--- config.mk ---
export PLATFORM = sky130hd
export DESIGN_NAME = uart_rx_status
export DESIGN_NICKNAME = d
export VERILOG_FILES = /design/src/rtl/uart_rx_pkg.sv /design/src/rtl/uart_rx_framer.sv /design/src/rtl/uart_rx_hold.sv /design/src/rtl/uart_rx_fifo.sv /design/src/rtl/uart_rx_status.sv
export SDC_FILE = /design/constraint.sdc
export NUM_CORES = 1
export LEC_CHECK = 0
export ABC_CLOCK_PERIOD_IN_PS = 4700
export BUFFER_PORTS_ARGS = -buffer_cell sky130_fd_sc_hd__buf_2
export CAP_MARGIN = 25
export CELL_PAD_IN_SITES_DETAIL_PLACEMENT = 2
export CELL_PAD_IN_SITES_GLOBAL_PLACEMENT = 2
export CORE_MARGIN = 5
export CORE_UTILIZATION = 48
export DETAILED_ROUTE_END_ITERATION = 12
export PLACE_DENSITY_LB_ADDON = 0.15
export SLEW_MARGIN = 20
export SYNTH_ARGS = -nofsm -noshare
export SYNTH_HDL_FRONTEND = slang
export SYNTH_SLANG_ARGS = --single-unit
export TNS_END_PERCENT = 50
--- constraint.sdc ---
create_clock -name clk -period 4.7 [get_ports clk]
set_input_delay 0.94 -clock clk [delete_from_list [all_inputs] [get_ports clk]]
set_output_delay 0.94 -clock clk [all_outputs]
set_load 0.03 [all_outputs]
--- src/rtl/uart_rx_pkg.sv ---
package uart_rx_pkg;

   typedef enum logic [1:0] {
      PAR_NONE  = 2'd0,
      PAR_EVEN  = 2'd1,
      PAR_ODD   = 2'd2,
      PAR_FORCE = 2'd3
   } par_mode_e;

   typedef enum logic [2:0] {
      RX_IDLE,
      RX_START,
      RX_DATA,
      RX_PAR,
      RX_STOP,
      RX_RESYNC,
      RX_MARK
   } rx_state_e;

   typedef struct packed {
      logic brk;
      logic ferr;
      logic perr;
   } rx_flags_t;

   localparam int FLAG_W = $bits(rx_flags_t);

endpackage

--- src/rtl/uart_rx_framer.sv ---
module uart_rx_framer
   import uart_rx_pkg::*;
#(
   parameter int OSR         = 16,
   parameter int MAX_BITS    = 8,
   parameter int SYNC_STAGES = 2,
   parameter bit PARITY_EN   = 1'b1
) (
   input  logic                clk,
   input  logic                rst_n,
   input  logic                tick,
   input  logic                rxd,
   input  logic [1:0]          cfg_len,
   input  logic [1:0]          cfg_par,
   input  logic                cfg_plvl,
   output logic                start_ok,
   output logic                char_vld,
   output logic [MAX_BITS-1:0] char_data,
   output rx_flags_t           char_flags
);

   localparam int CNT_W = $clog2(OSR);
   localparam int IDX_W = $clog2(MAX_BITS);
   localparam logic [CNT_W-1:0] CNT_LAST = CNT_W'(OSR - 1);
   localparam logic [CNT_W-1:0] CNT_HALF = CNT_W'(OSR / 2 - 1);

   generate
      if (OSR < 4 || (OSR % 2) != 0) begin : g_bad_osr
         $error("uart_rx_framer: OSR must be even and at least 4");
      end
      if (MAX_BITS < 8) begin : g_bad_bits
         $error("uart_rx_framer: MAX_BITS must cover 8-bit characters");
      end
      if (SYNC_STAGES < 2) begin : g_bad_sync
         $error("uart_rx_framer: at least two synchroniser stages needed");
      end
   endgenerate

   // input synchroniser, reset to the marking level
   logic [SYNC_STAGES-1:0] sync_q;
   logic                   rx_s;

   always_ff @(posedge clk or negedge rst_n) begin
      if (!rst_n) sync_q <= '1;
      else        sync_q <= {sync_q[SYNC_STAGES-2:0], rxd};
   end
   assign rx_s = sync_q[SYNC_STAGES-1];

   // parity: hardware present or removed
   logic par_on;
   logic exp_par;
   logic [MAX_BITS-1:0] shreg;

   generate
      if (PARITY_EN) begin : g_par
         assign par_on = (cfg_par != PAR_NONE);
         always_comb begin
            unique case (par_mode_e'(cfg_par))
               PAR_EVEN:  exp_par = ^shreg;
               PAR_ODD:   exp_par = ~^shreg;
               PAR_FORCE: exp_par = cfg_plvl;
               default:   exp_par = 1'b0;
            endcase
         end
      end else begin : g_nopar
         assign par_on  = 1'b0;
         assign exp_par = 1'b0;
      end
   endgenerate

   rx_state_e       st;
   logic [CNT_W-1:0] cnt;
   logic [IDX_W-1:0] idx;
   logic [IDX_W-1:0] last_idx;
   logic            pbit;
   logic            any_one;
   logic            perr_c;

   assign last_idx = IDX_W'(cfg_len) + IDX_W'(4);
   assign any_one  = (|shreg) || (par_on && pbit);
   assign perr_c   = par_on && (pbit != exp_par);

   always_ff @(posedge clk or negedge rst_n) begin
      if (!rst_n) begin
         st         <= RX_IDLE;
         cnt        <= '0;
         idx        <= '0;
         shreg      <= '0;
         pbit       <= 1'b0;
         start_ok   <= 1'b0;
         char_vld   <= 1'b0;
         char_data  <= '0;
         char_flags <= '0;
      end else begin
         start_ok <= 1'b0;
         char_vld <= 1'b0;
         if (tick) begin
            unique case (st)
               RX_IDLE: begin
                  cnt <= '0;
                  if (!rx_s) st <= RX_START;
               end
               RX_START: begin
                  if (cnt == CNT_HALF) begin
                     cnt <= '0;
                     if (rx_s) begin
                        st <= RX_IDLE;
                     end else begin
                        st       <= RX_DATA;
                        idx      <= '0;
                        shreg    <= '0;
                        pbit     <= 1'b0;
                        start_ok <= 1'b1;
                     end
                  end else begin
                     cnt <= cnt + 1'b1;
                  end
               end
               RX_DATA: begin
                  if (cnt == CNT_LAST) begin
                     cnt        <= '0;
                     shreg[idx] <= rx_s;
                     if (idx == last_idx) st <= par_on ? RX_PAR : RX_STOP;
                     else                 idx <= idx + 1'b1;
                  end else begin
                     cnt <= cnt + 1'b1;
                  end
               end
               RX_PAR: begin
                  if (cnt == CNT_LAST) begin
                     cnt  <= '0;
                     pbit <= rx_s;
                     st   <= RX_STOP;
                  end else begin
                     cnt <= cnt + 1'b1;
                  end
               end
               RX_STOP: begin
                  if (cnt == CNT_LAST) begin
                     cnt             <= '0;
                     char_vld        <= 1'b1;
                     char_data       <= shreg;
                     char_flags.perr <= perr_c;
                     char_flags.ferr <= !rx_s && any_one;
                     char_flags.brk  <= !rx_s && !any_one;
                     if (rx_s)         st <= RX_IDLE;
                     else if (any_one) st <= RX_RESYNC;
                     else              st <= RX_MARK;
                  end else begin
                     cnt <= cnt + 1'b1;
                  end
               end
               RX_RESYNC: begin
                  if (cnt == CNT_HALF) begin
                     cnt <= '0;
                     st  <= rx_s ? RX_IDLE : RX_START;
                  end else begin
                     cnt <= cnt + 1'b1;
                  end
               end
               RX_MARK: begin
                  cnt <= '0;
                  if (rx_s) st <= RX_IDLE;
               end
               default: st <= RX_IDLE;
            endcase
         end
      end
   end

endmodule

--- src/rtl/uart_rx_hold.sv ---
module uart_rx_hold
   import uart_rx_pkg::*;
#(
   parameter int W = 11
) (
   input  logic         clk,
   input  logic         rst_n,
   input  logic         char_vld,
   input  logic [W-1:0] char_word,
   input  logic         start_ok,
   input  logic         q_full,
   input  logic         q_pop,
   input  logic         err_clr,
   output logic         push,
   output logic [W-1:0] push_word,
   output logic         overrun
);

   generate
      if (W <= FLAG_W) begin : g_bad_w
         $error("uart_rx_hold: entry width must exceed the flag width");
      end
   endgenerate

   logic hold_vld;
   logic ovr_evt;

   assign push    = hold_vld && (!q_full || q_pop);
   assign ovr_evt = start_ok && hold_vld && !push;

   always_ff @(posedge clk or negedge rst_n) begin
      if (!rst_n) begin
         hold_vld  <= 1'b0;
         push_word <= '0;
         overrun   <= 1'b0;
      end else begin
         if (char_vld) begin
            hold_vld  <= 1'b1;
            push_word <= char_word;
         end else if (push || ovr_evt) begin
            hold_vld <= 1'b0;
         end
         if (ovr_evt)      overrun <= 1'b1;
         else if (err_clr) overrun <= 1'b0;
      end
   end

endmodule

--- src/rtl/uart_rx_fifo.sv ---
module uart_rx_fifo #(
   parameter int W     = 11,
   parameter int DEPTH = 8
) (
   input  logic         clk,
   input  logic         rst_n,
   input  logic         push,
   input  logic [W-1:0] wdata,
   input  logic         pop,
   output logic [W-1:0] rdata,
   output logic         empty,
   output logic         full
);

   localparam int AW = $clog2(DEPTH);
   localparam int CW = AW + 1;
   localparam logic [CW-1:0] CNT_MAX = CW'(DEPTH);

   generate
      if (DEPTH < 2 || (1 << AW) != DEPTH) begin : g_bad_depth
         $error("uart_rx_fifo: DEPTH must be a power of two, at least 2");
      end
   endgenerate

   logic [W-1:0]  mem [DEPTH];
   logic [AW-1:0] wptr, rptr;
   logic [CW-1:0] count;

   assign empty = (count == '0);
   assign full  = (count == CNT_MAX);
   assign rdata = mem[rptr];

   always_ff @(posedge clk) begin
      if (push) mem[wptr] <= wdata;
   end

   always_ff @(posedge clk or negedge rst_n) begin
      if (!rst_n) begin
         wptr  <= '0;
         rptr  <= '0;
         count <= '0;
      end else begin
         if (push) wptr <= wptr + 1'b1;
         if (pop)  rptr <= rptr + 1'b1;
         unique case ({push, pop})
            2'b10:   count <= count + 1'b1;
            2'b01:   count <= count - 1'b1;
            default: count <= count;
         endcase
      end
   end

endmodule

--- src/rtl/uart_rx_status.sv ---
module uart_rx_status
   import uart_rx_pkg::*;
#(
   parameter int OSR         = 16,
   parameter int MAX_BITS    = 8,
   parameter int DEPTH       = 8,
   parameter int SYNC_STAGES = 2,
   parameter bit PARITY_EN   = 1'b1
) (
   input  logic                clk,
   input  logic                rst_n,
   input  logic                tick_16x,
   input  logic                rxd,
   input  logic [1:0]          cfg_len,
   input  logic [1:0]          cfg_par,
   input  logic                cfg_plvl,
   input  logic                rd_en,
   input  logic                err_clr,
   output logic                rx_ready,
   output logic                fifo_full,
   output logic                overrun,
   output logic [MAX_BITS-1:0] rd_data,
   output logic                rd_perr,
   output logic                rd_ferr,
   output logic                rd_brk
);

   localparam int W = MAX_BITS + FLAG_W;

   logic                start_ok, char_vld;
   logic [MAX_BITS-1:0] char_data;
   rx_flags_t           char_flags;
   logic                push, pop, q_empty, q_full;
   logic [W-1:0]        push_word, head_word;
   rx_flags_t           head_flags;

   uart_rx_framer #(
      .OSR(OSR), .MAX_BITS(MAX_BITS),
      .SYNC_STAGES(SYNC_STAGES), .PARITY_EN(PARITY_EN)
   ) u_framer (
      .clk(clk), .rst_n(rst_n), .tick(tick_16x), .rxd(rxd),
      .cfg_len(cfg_len), .cfg_par(cfg_par), .cfg_plvl(cfg_plvl),
      .start_ok(start_ok), .char_vld(char_vld),
      .char_data(char_data), .char_flags(char_flags)
   );

   uart_rx_hold #(.W(W)) u_hold (
      .clk(clk), .rst_n(rst_n), .char_vld(char_vld),
      .char_word({char_flags, char_data}), .start_ok(start_ok),
      .q_full(q_full), .q_pop(pop), .err_clr(err_clr),
      .push(push), .push_word(push_word), .overrun(overrun)
   );

   uart_rx_fifo #(.W(W), .DEPTH(DEPTH)) u_fifo (
      .clk(clk), .rst_n(rst_n), .push(push), .wdata(push_word),
      .pop(pop), .rdata(head_word), .empty(q_empty), .full(q_full)
   );

   assign pop        = rd_en && !q_empty;
   assign head_flags = rx_flags_t'(head_word[W-1:MAX_BITS]);
   assign rx_ready   = !q_empty;
   assign fifo_full  = q_full;
   assign rd_data    = head_word[MAX_BITS-1:0];
   assign rd_perr    = head_flags.perr;
   assign rd_ferr    = head_flags.ferr;
   assign rd_brk     = head_flags.brk;

endmodule

==> flow_metrics.py, run 1 <==
metrics = {
    "run_status": {
        "status": "finished clean",
    },
    "worst_setup_path": {
        "cp_cell_sequence": "buf_4, mux4_2, mux2_2, buf_2",
        "critPathMaxFanout": 24,
        "critPathKind": "reg2out",
        "crit_path_max_incr_delay_ps": 590,
        "startpoint_type": "flop",
        "reg2reg_slack_ps": 1820,
        "cp-end-kind": "output pin",
        "slowest_stage": "mux4_2",
        "critPathLaunch": "u_fifo.rptr[0]",
        "critPathArrivalTime_ps": 2240,
        "r2r_start": "u_fifo.count[0]",
        "cp.required_ps": 3760,
    },
    "floorplanning": {
        "rows": 41,
        "boundaryPins": 25,
        "start_util": 0.494,
        "dieArea_um2": 15500,
        "dieHeight_um": 124,
        "fp.coreArea_um2": 12700,
        "die_w_um": 124,
    },
    "sta": {
        "final.setup.tns_ps": 0,
        "tightest_slew_ps": 853,
        "setup_viol": 0,
        "hold_viol": 0,
        "post-route-period-util": 0.676,
        "drv_slew": 0,
        "grt_setup_unrepaired": "no",
        "setup_ws_ps": 1520,
        "clock_skew_ps": 9.68,
        "relSlewSlack": 0.431,
        "fmax_mhz": 315,
        "fin_crit_ps": 3180,
    },
    "logic_synthesis": {
        "synth_cells": 425,
        "synth-main-ff-cell": "edfxtp_1",
        "ys_seq_area_frac": 0.647,
        "synthesis.area_um2": 6290,
        "ys_warn_count": 0,
        "async_flop_share": 0.393,
        "yosysUniqueCellTypes": 62,
        "synth_fp_nets": 448,
        "synth-edff-count": 88,
        "avgSynthCellArea_um2": 14.8,
        "synth-seq-cells": 145,
    },
    "cts": {
        "clk_pin_slew_worst_paths_ps": 60,
        "cts_sinks": 145,
        "cts_resized": 0,
        "tritoncts": "built",
        "htree_num_levels": 4,
        "hold_buffers": 0,
        "root_buffer": "clkbuf_16",
        "cts_made_buffers": 17,
        "clk-insertion-delay-late_ps": 420,
        "cts.path.max_buffers": 2,
        "post_cts.repair.setup_buffers": 0,
    },
    "finish": {
        "drive_gt1_frac": 0.269,
        "nets": 479,
        "syn2layout_area_growth_pct": 14.5,
        "nFillCells": 1172,
        "layout.area.seq_um2": 4070,
        "final_common_cell": "edfxtp_1",
        "final_cell_mix": "edfxtp_1 (88), dfrtp_1 (55), nand2_1 (31), o21ai_0 (25), buf_2 (24)",
        "multi_input_area_um2": 2050,
        "diodes": 0,
    },
    "route": {
        "wl_per_cell_um": 27.3,
        "firstDrtPassIters": 4,
        "drtAntennaViolNets": 0,
        "drt_iter0_markers": 315,
        "totalWireLength_um": 17500,
        "vias": 3817,
        "viasPerCell": 5.95,
        "drcViolationCount": 0,
    },
    "power": {
        "p_per_area_nw_per_um2": 534,
        "irDropWorstVdd_v": 0.000268,
        "leakage_nw": 2.66,
    },
    "grt": {
        "antenna_found_initial": 0,
        "grt_max_degree": 58,
        "grt_usage": 0.240,
        "grt_pass1_wl_um": 27600,
        "grt_overflow": 0,
        "grt_pass1_vias": 4272,
    },
    "placed_design": {
        "pre_cts_slack_ps": 1710,
        "place.gp.congestion": 0.726,
        "portBuffers": 24,
        "hpwl_um": 10200,
    },
    "worst_hold_path": {
        "hold_path.startpoint": "u_framer.sync_q[0]",
        "hold_class": "reg2reg",
    },
    "job": {
        "maxCapViolCount": 0,
    },
}
layout make-up:
| cell class | instances | area share |
|---|---|---|
| Inverter | 24 | 0.0125 |
| Tap cell | 172 | 0.0299 |
| Sequential cell | 145 | 0.566 |
| Multi-Input combinational cell | 238 | 0.285 |
| Clock buffer | 22 | 0.0645 |
| Timing Repair Buffer | 30 | 0.0240 |
| Clock inverter | 10 | 0.0186 |
state kept, by name, summed over array words and instances, names as in the netlist, 2 cells and up:
register / count
u_fifo.count: 4
u_fifo.mem: 88
u_fifo.rptr: 3
u_fifo.wptr: 3
u_framer.char_data: 8
u_framer.char_flags: 3
u_framer.cnt: 4
u_framer.idx: 3
u_framer.shreg: 8
u_framer.st: 3
u_framer.sync_q: 2
u_hold.push_word: 11
logic make-up after synthesis:
family / count (synthesis) / share of synthesized area
multiplexers: 49 / 0.129
XOR/XNOR: 16 / 0.0223
flip-flops: 145 / 0.647
AND/OR/NAND/NOR: 92 / 0.0744
buffers and inverters: 42 / 0.0284
AO/OA/AOI/OAI: 69 / 0.0736
adder cells (fa/ha/maj): 12 / 0.0251
final timing paths:
path / end / cells past startpoint
worst min-delay path: u_framer.sync_q[1] / 0
max in group asynchronous: u_framer.shreg[5] / 2
worst min register to register: u_framer.sync_q[1] / 0
worst max-delay path: rd_perr / 4
worst max register to register: u_fifo.count[3] / 11
min in group asynchronous: u_hold.overrun / 2
metrics by stage:
step	instances	hold slack (ps)	utilization	power (W)	cell area (µm²)
finish	641	361	0.566	0.00384	7200
CTS	639	363	0.564	0.00387	7180
global placement	607	349	0.516	0.00240	6570
floorplan	425	345	-	0.00223	6290
global route	641	367	0.566	0.00402	7200
detailed placement	607	354	0.517	0.00245	6580
per-layer routing:
| layer | GRT usage | vias up | part of all wire |
|---|---|---|---|
| li1 | - | 1663 | - |
| met1 | 0.317 | 2054 | 0.43 |
| met2 | 0.394 | 83 | 0.52 |
| met4 | 0.0819 | 0 | 0.013 |
| met5 | 0 | - | 0 |
| met3 | 0.0527 | 17 | 0.034 |
power by group:
part           internal, W  switching, W  leakage (nW)  total [W]
Sequential         0.00140      0.000139          1.51    0.00154
Clock             0.000860      0.000530         0.291    0.00139
Combinational     0.000421      0.000491         0.856   0.000911
critical path: cells and delay by family (launching register included):
kind,cells,cell delay [ps]
mux,2,880
buf+inv,2,600
flops,1,330
synth_stat cells (2+ instances only):
cell,count,area [µm²]
nand2_1,31,116
nand2b_1,5,31.3
a21oi_1,8,40.0
dfrtp_1,55,1380
nor2b_1,3,18.8
or3_1,3,18.8
dfstp_2,2,52.6
mux2_4,3,45.0
a21o_1,2,15.0
nor2_1,19,71.3
or2_2,2,12.5
nand4_1,3,18.8
o21a_1,3,22.5
mux4_2,22,495
nand3_1,6,30.0
inv_1,23,86.3
a31oi_1,6,37.5
a41oi_1,2,17.5
clkbuf_1,9,33.8
o41ai_1,6,52.6
a31o_2,2,17.5
xnor2_1,13,114
edfxtp_1,88,2640
and2_1,3,18.8
or4_1,2,15.0
buf_2,5,25.0
ha_1,11,138
o21ai_0,25,125
buf_4,2,15.0
mux2_2,23,259
nor3_1,4,20.0
a22o_1,2,17.5
xor2_1,3,26.3
Power figures use the tool's default switching activity.
==> run 2, diff against run 1 <==
Settings changed: ABC_CLOCK_PERIOD_IN_PS 4700 to 3200, CORE_UTILIZATION 48 to 45.
Clock period 4.7 ns to 3.2 ns, I/O delays scaled along.
==> flow_metrics.py, run 2 (synthesis results as in run 1) <==
metrics = {
    "power": {
        "irDropWorstVdd_v": 0.000388,
        "seqPwrFrac": 0.411,
        "p_per_area_nw_per_um2": 762,
        "leakage_nw": 2.69,
        "p_int_w": 0.00382,
        "power.switching_w": 0.00165,
        "power_w": 0.00547,
        "switching_share": 0.301,
        "p_comb_frac": 0.244,
        "pwr-share-clk": 0.345,
    },
    "route": {
        "drcViolationCount": 0,
        "viasPerCell": 5.79,
        "vias": 3790,
        "totalWireLength_um": 16500,
        "drtAntennaViolNets": 0,
        "drt_iter0_markers": 271,
        "firstDrtPassIters": 4,
        "wl_per_cell_um": 25.2,
    },
    "finish": {
        "nets": 485,
        "fin_util": 0.522,
        "top_regs": "u_fifo.mem x88, u_hold.push_word x11",
        "largest_reg_flops": 88,
        "stdcell_area_um2": 7190,
        "diodes": 0,
        "final_cell_mix": "edfxtp_1 (88), dfrtp_1 (55), nand2_1 (31), o21ai_0 (25), buf_2 (24)",
        "drive_gt1_frac": 0.257,
        "syn2layout_area_growth_pct": 14.3,
        "final_common_cell": "edfxtp_1",
        "regMostFlops": "u_fifo.mem",
    },
    "worst_setup_path": {
        "reg2reg_slack_ps": 510,
        "crit_path_end": "rd_data[7]",
        "cp-end-kind": "output pin",
        "cp_cell_sequence": "buf_4, mux4_2, mux2_2, buf_2",
        "startpoint_type": "flop",
        "cp.required_ps": 2560,
        "critPathArrivalTime_ps": 2230,
        "slowest_stage": "mux4_2",
        "crit_path_max_incr_delay_ps": 610,
        "r2r_start": "u_fifo.count[1]",
        "critPathLaunch": "u_fifo.rptr[0]",
        "reg2reg_depth": 11,
        "critPathMaxFanout": 24,
        "critPathKind": "reg2out",
        "r2r_end": "u_fifo.count[3]",
    },
    "sta": {
        "fin_crit_ps": 2870,
        "post-route-period-util": 0.897,
        "setup_viol": 0,
        "fmax_mhz": 348,
        "clock_skew_ps": 7.60,
        "setup_ws_ps": 328,
        "drv_slew": 0,
        "tightest_slew_ps": 783,
        "final.setup.tns_ps": 0,
        "relSlewSlack": 0.478,
        "grt_setup_unrepaired": "no",
        "hold_viol": 0,
    },
    "cts": {
        "cts_resized": 0,
        "tritoncts": "built",
        "root_buffer": "clkbuf_16",
        "cts_sinks": 145,
        "cts_made_buffers": 17,
        "cts.path.max_buffers": 2,
        "htree_num_levels": 4,
        "hold_buffers": 0,
        "clk_pin_slew_worst_paths_ps": 60,
        "clk-insertion-delay-late_ps": 420,
        "post_cts.repair.setup_buffers": 0,
    },
    "placed_design": {
        "pre_cts_slack_ps": 515,
        "placed_area_um2": 6640,
        "portBuffers": 24,
        "hpwl_um": 10000,
        "place.gp.congestion": 0.746,
    },
    "floorplanning": {
        "rows": 43,
        "fp.coreArea_um2": 13800,
        "dieArea_um2": 16400,
        "start_util": 0.457,
        "boundaryPins": 25,
        "dieHeight_um": 128,
        "die_w_um": 128,
    },
    "grt": {
        "grt_overflow": 0,
        "antenna_found_initial": 0,
        "grt_usage": 0.221,
        "grt_pass1_wl_um": 26400,
        "grt_pass1_vias": 4234,
        "grt_max_degree": 28,
    },
    "run_status": {
        "status": "finished clean",
    },
    "job": {
        "maxCapViolCount": 0,
    },
    "worst_hold_path": {
        "hold_class": "in2async",
    },
}
[run 2: per-layer routing]
layer  track usage  wire (µm)
met5             0          0
met4        0.0699        288
met3        0.0446        478
met2         0.373       8630
met1         0.288       7130
[run 2: worst max-delay path: cells and delay by family (launching register included)]
kind / cells / cell delay [ps]
muxes: 2 / 890
DFF: 1 / 320
buffers and inverters: 2 / 590
[run 2: worst min-delay path by stage]
stage | end | startpoint
floorplan | u_fifo.count[0] | rst_n
global placement | u_framer.sync_q[1] | u_framer.sync_q[0]
global route | u_fifo.count[3] | rst_n
CTS | u_fifo.count[2] | rst_n
finish | u_fifo.count[3] | rst_n
detailed placement | u_framer.sync_q[1] | u_framer.sync_q[0]
[run 2: area by class of cell]
cell class | count | area, µm²
inverter | 24 | 90.1
tap | 180 | 225
fill | 1306 | 6590
sequential | 145 | 4070
clock buffer | 23 | 458
multi-input combinational | 238 | 2040
timing repair buffer | 36 | 210
clock inverter | 9 | 92.6
[run 2: through the flow]
| stage | std cells | hold WS (ps) |
|---|---|---|
| after floorplan | 425 | 344 |
| after global placement | 623 | 348 |
| after detailed placement | 623 | 358 |
| after CTS | 655 | 278 |
| after global routing | 655 | 302 |
| final | 655 | 271 |
[run 2: power groups by stage]
stage	Clock [W]	Sequential (W)	Combinational, W
2_1_floorplan	0	0.00218	0.00110
3_3_place_gp	0	0.00227	0.00129
3_5_place_dp	0	0.00228	0.00134
4_1_cts	0.00193	0.00225	0.00137
5_1_grt	0.00203	0.00227	0.00147
6_report	0.00189	0.00225	0.00134
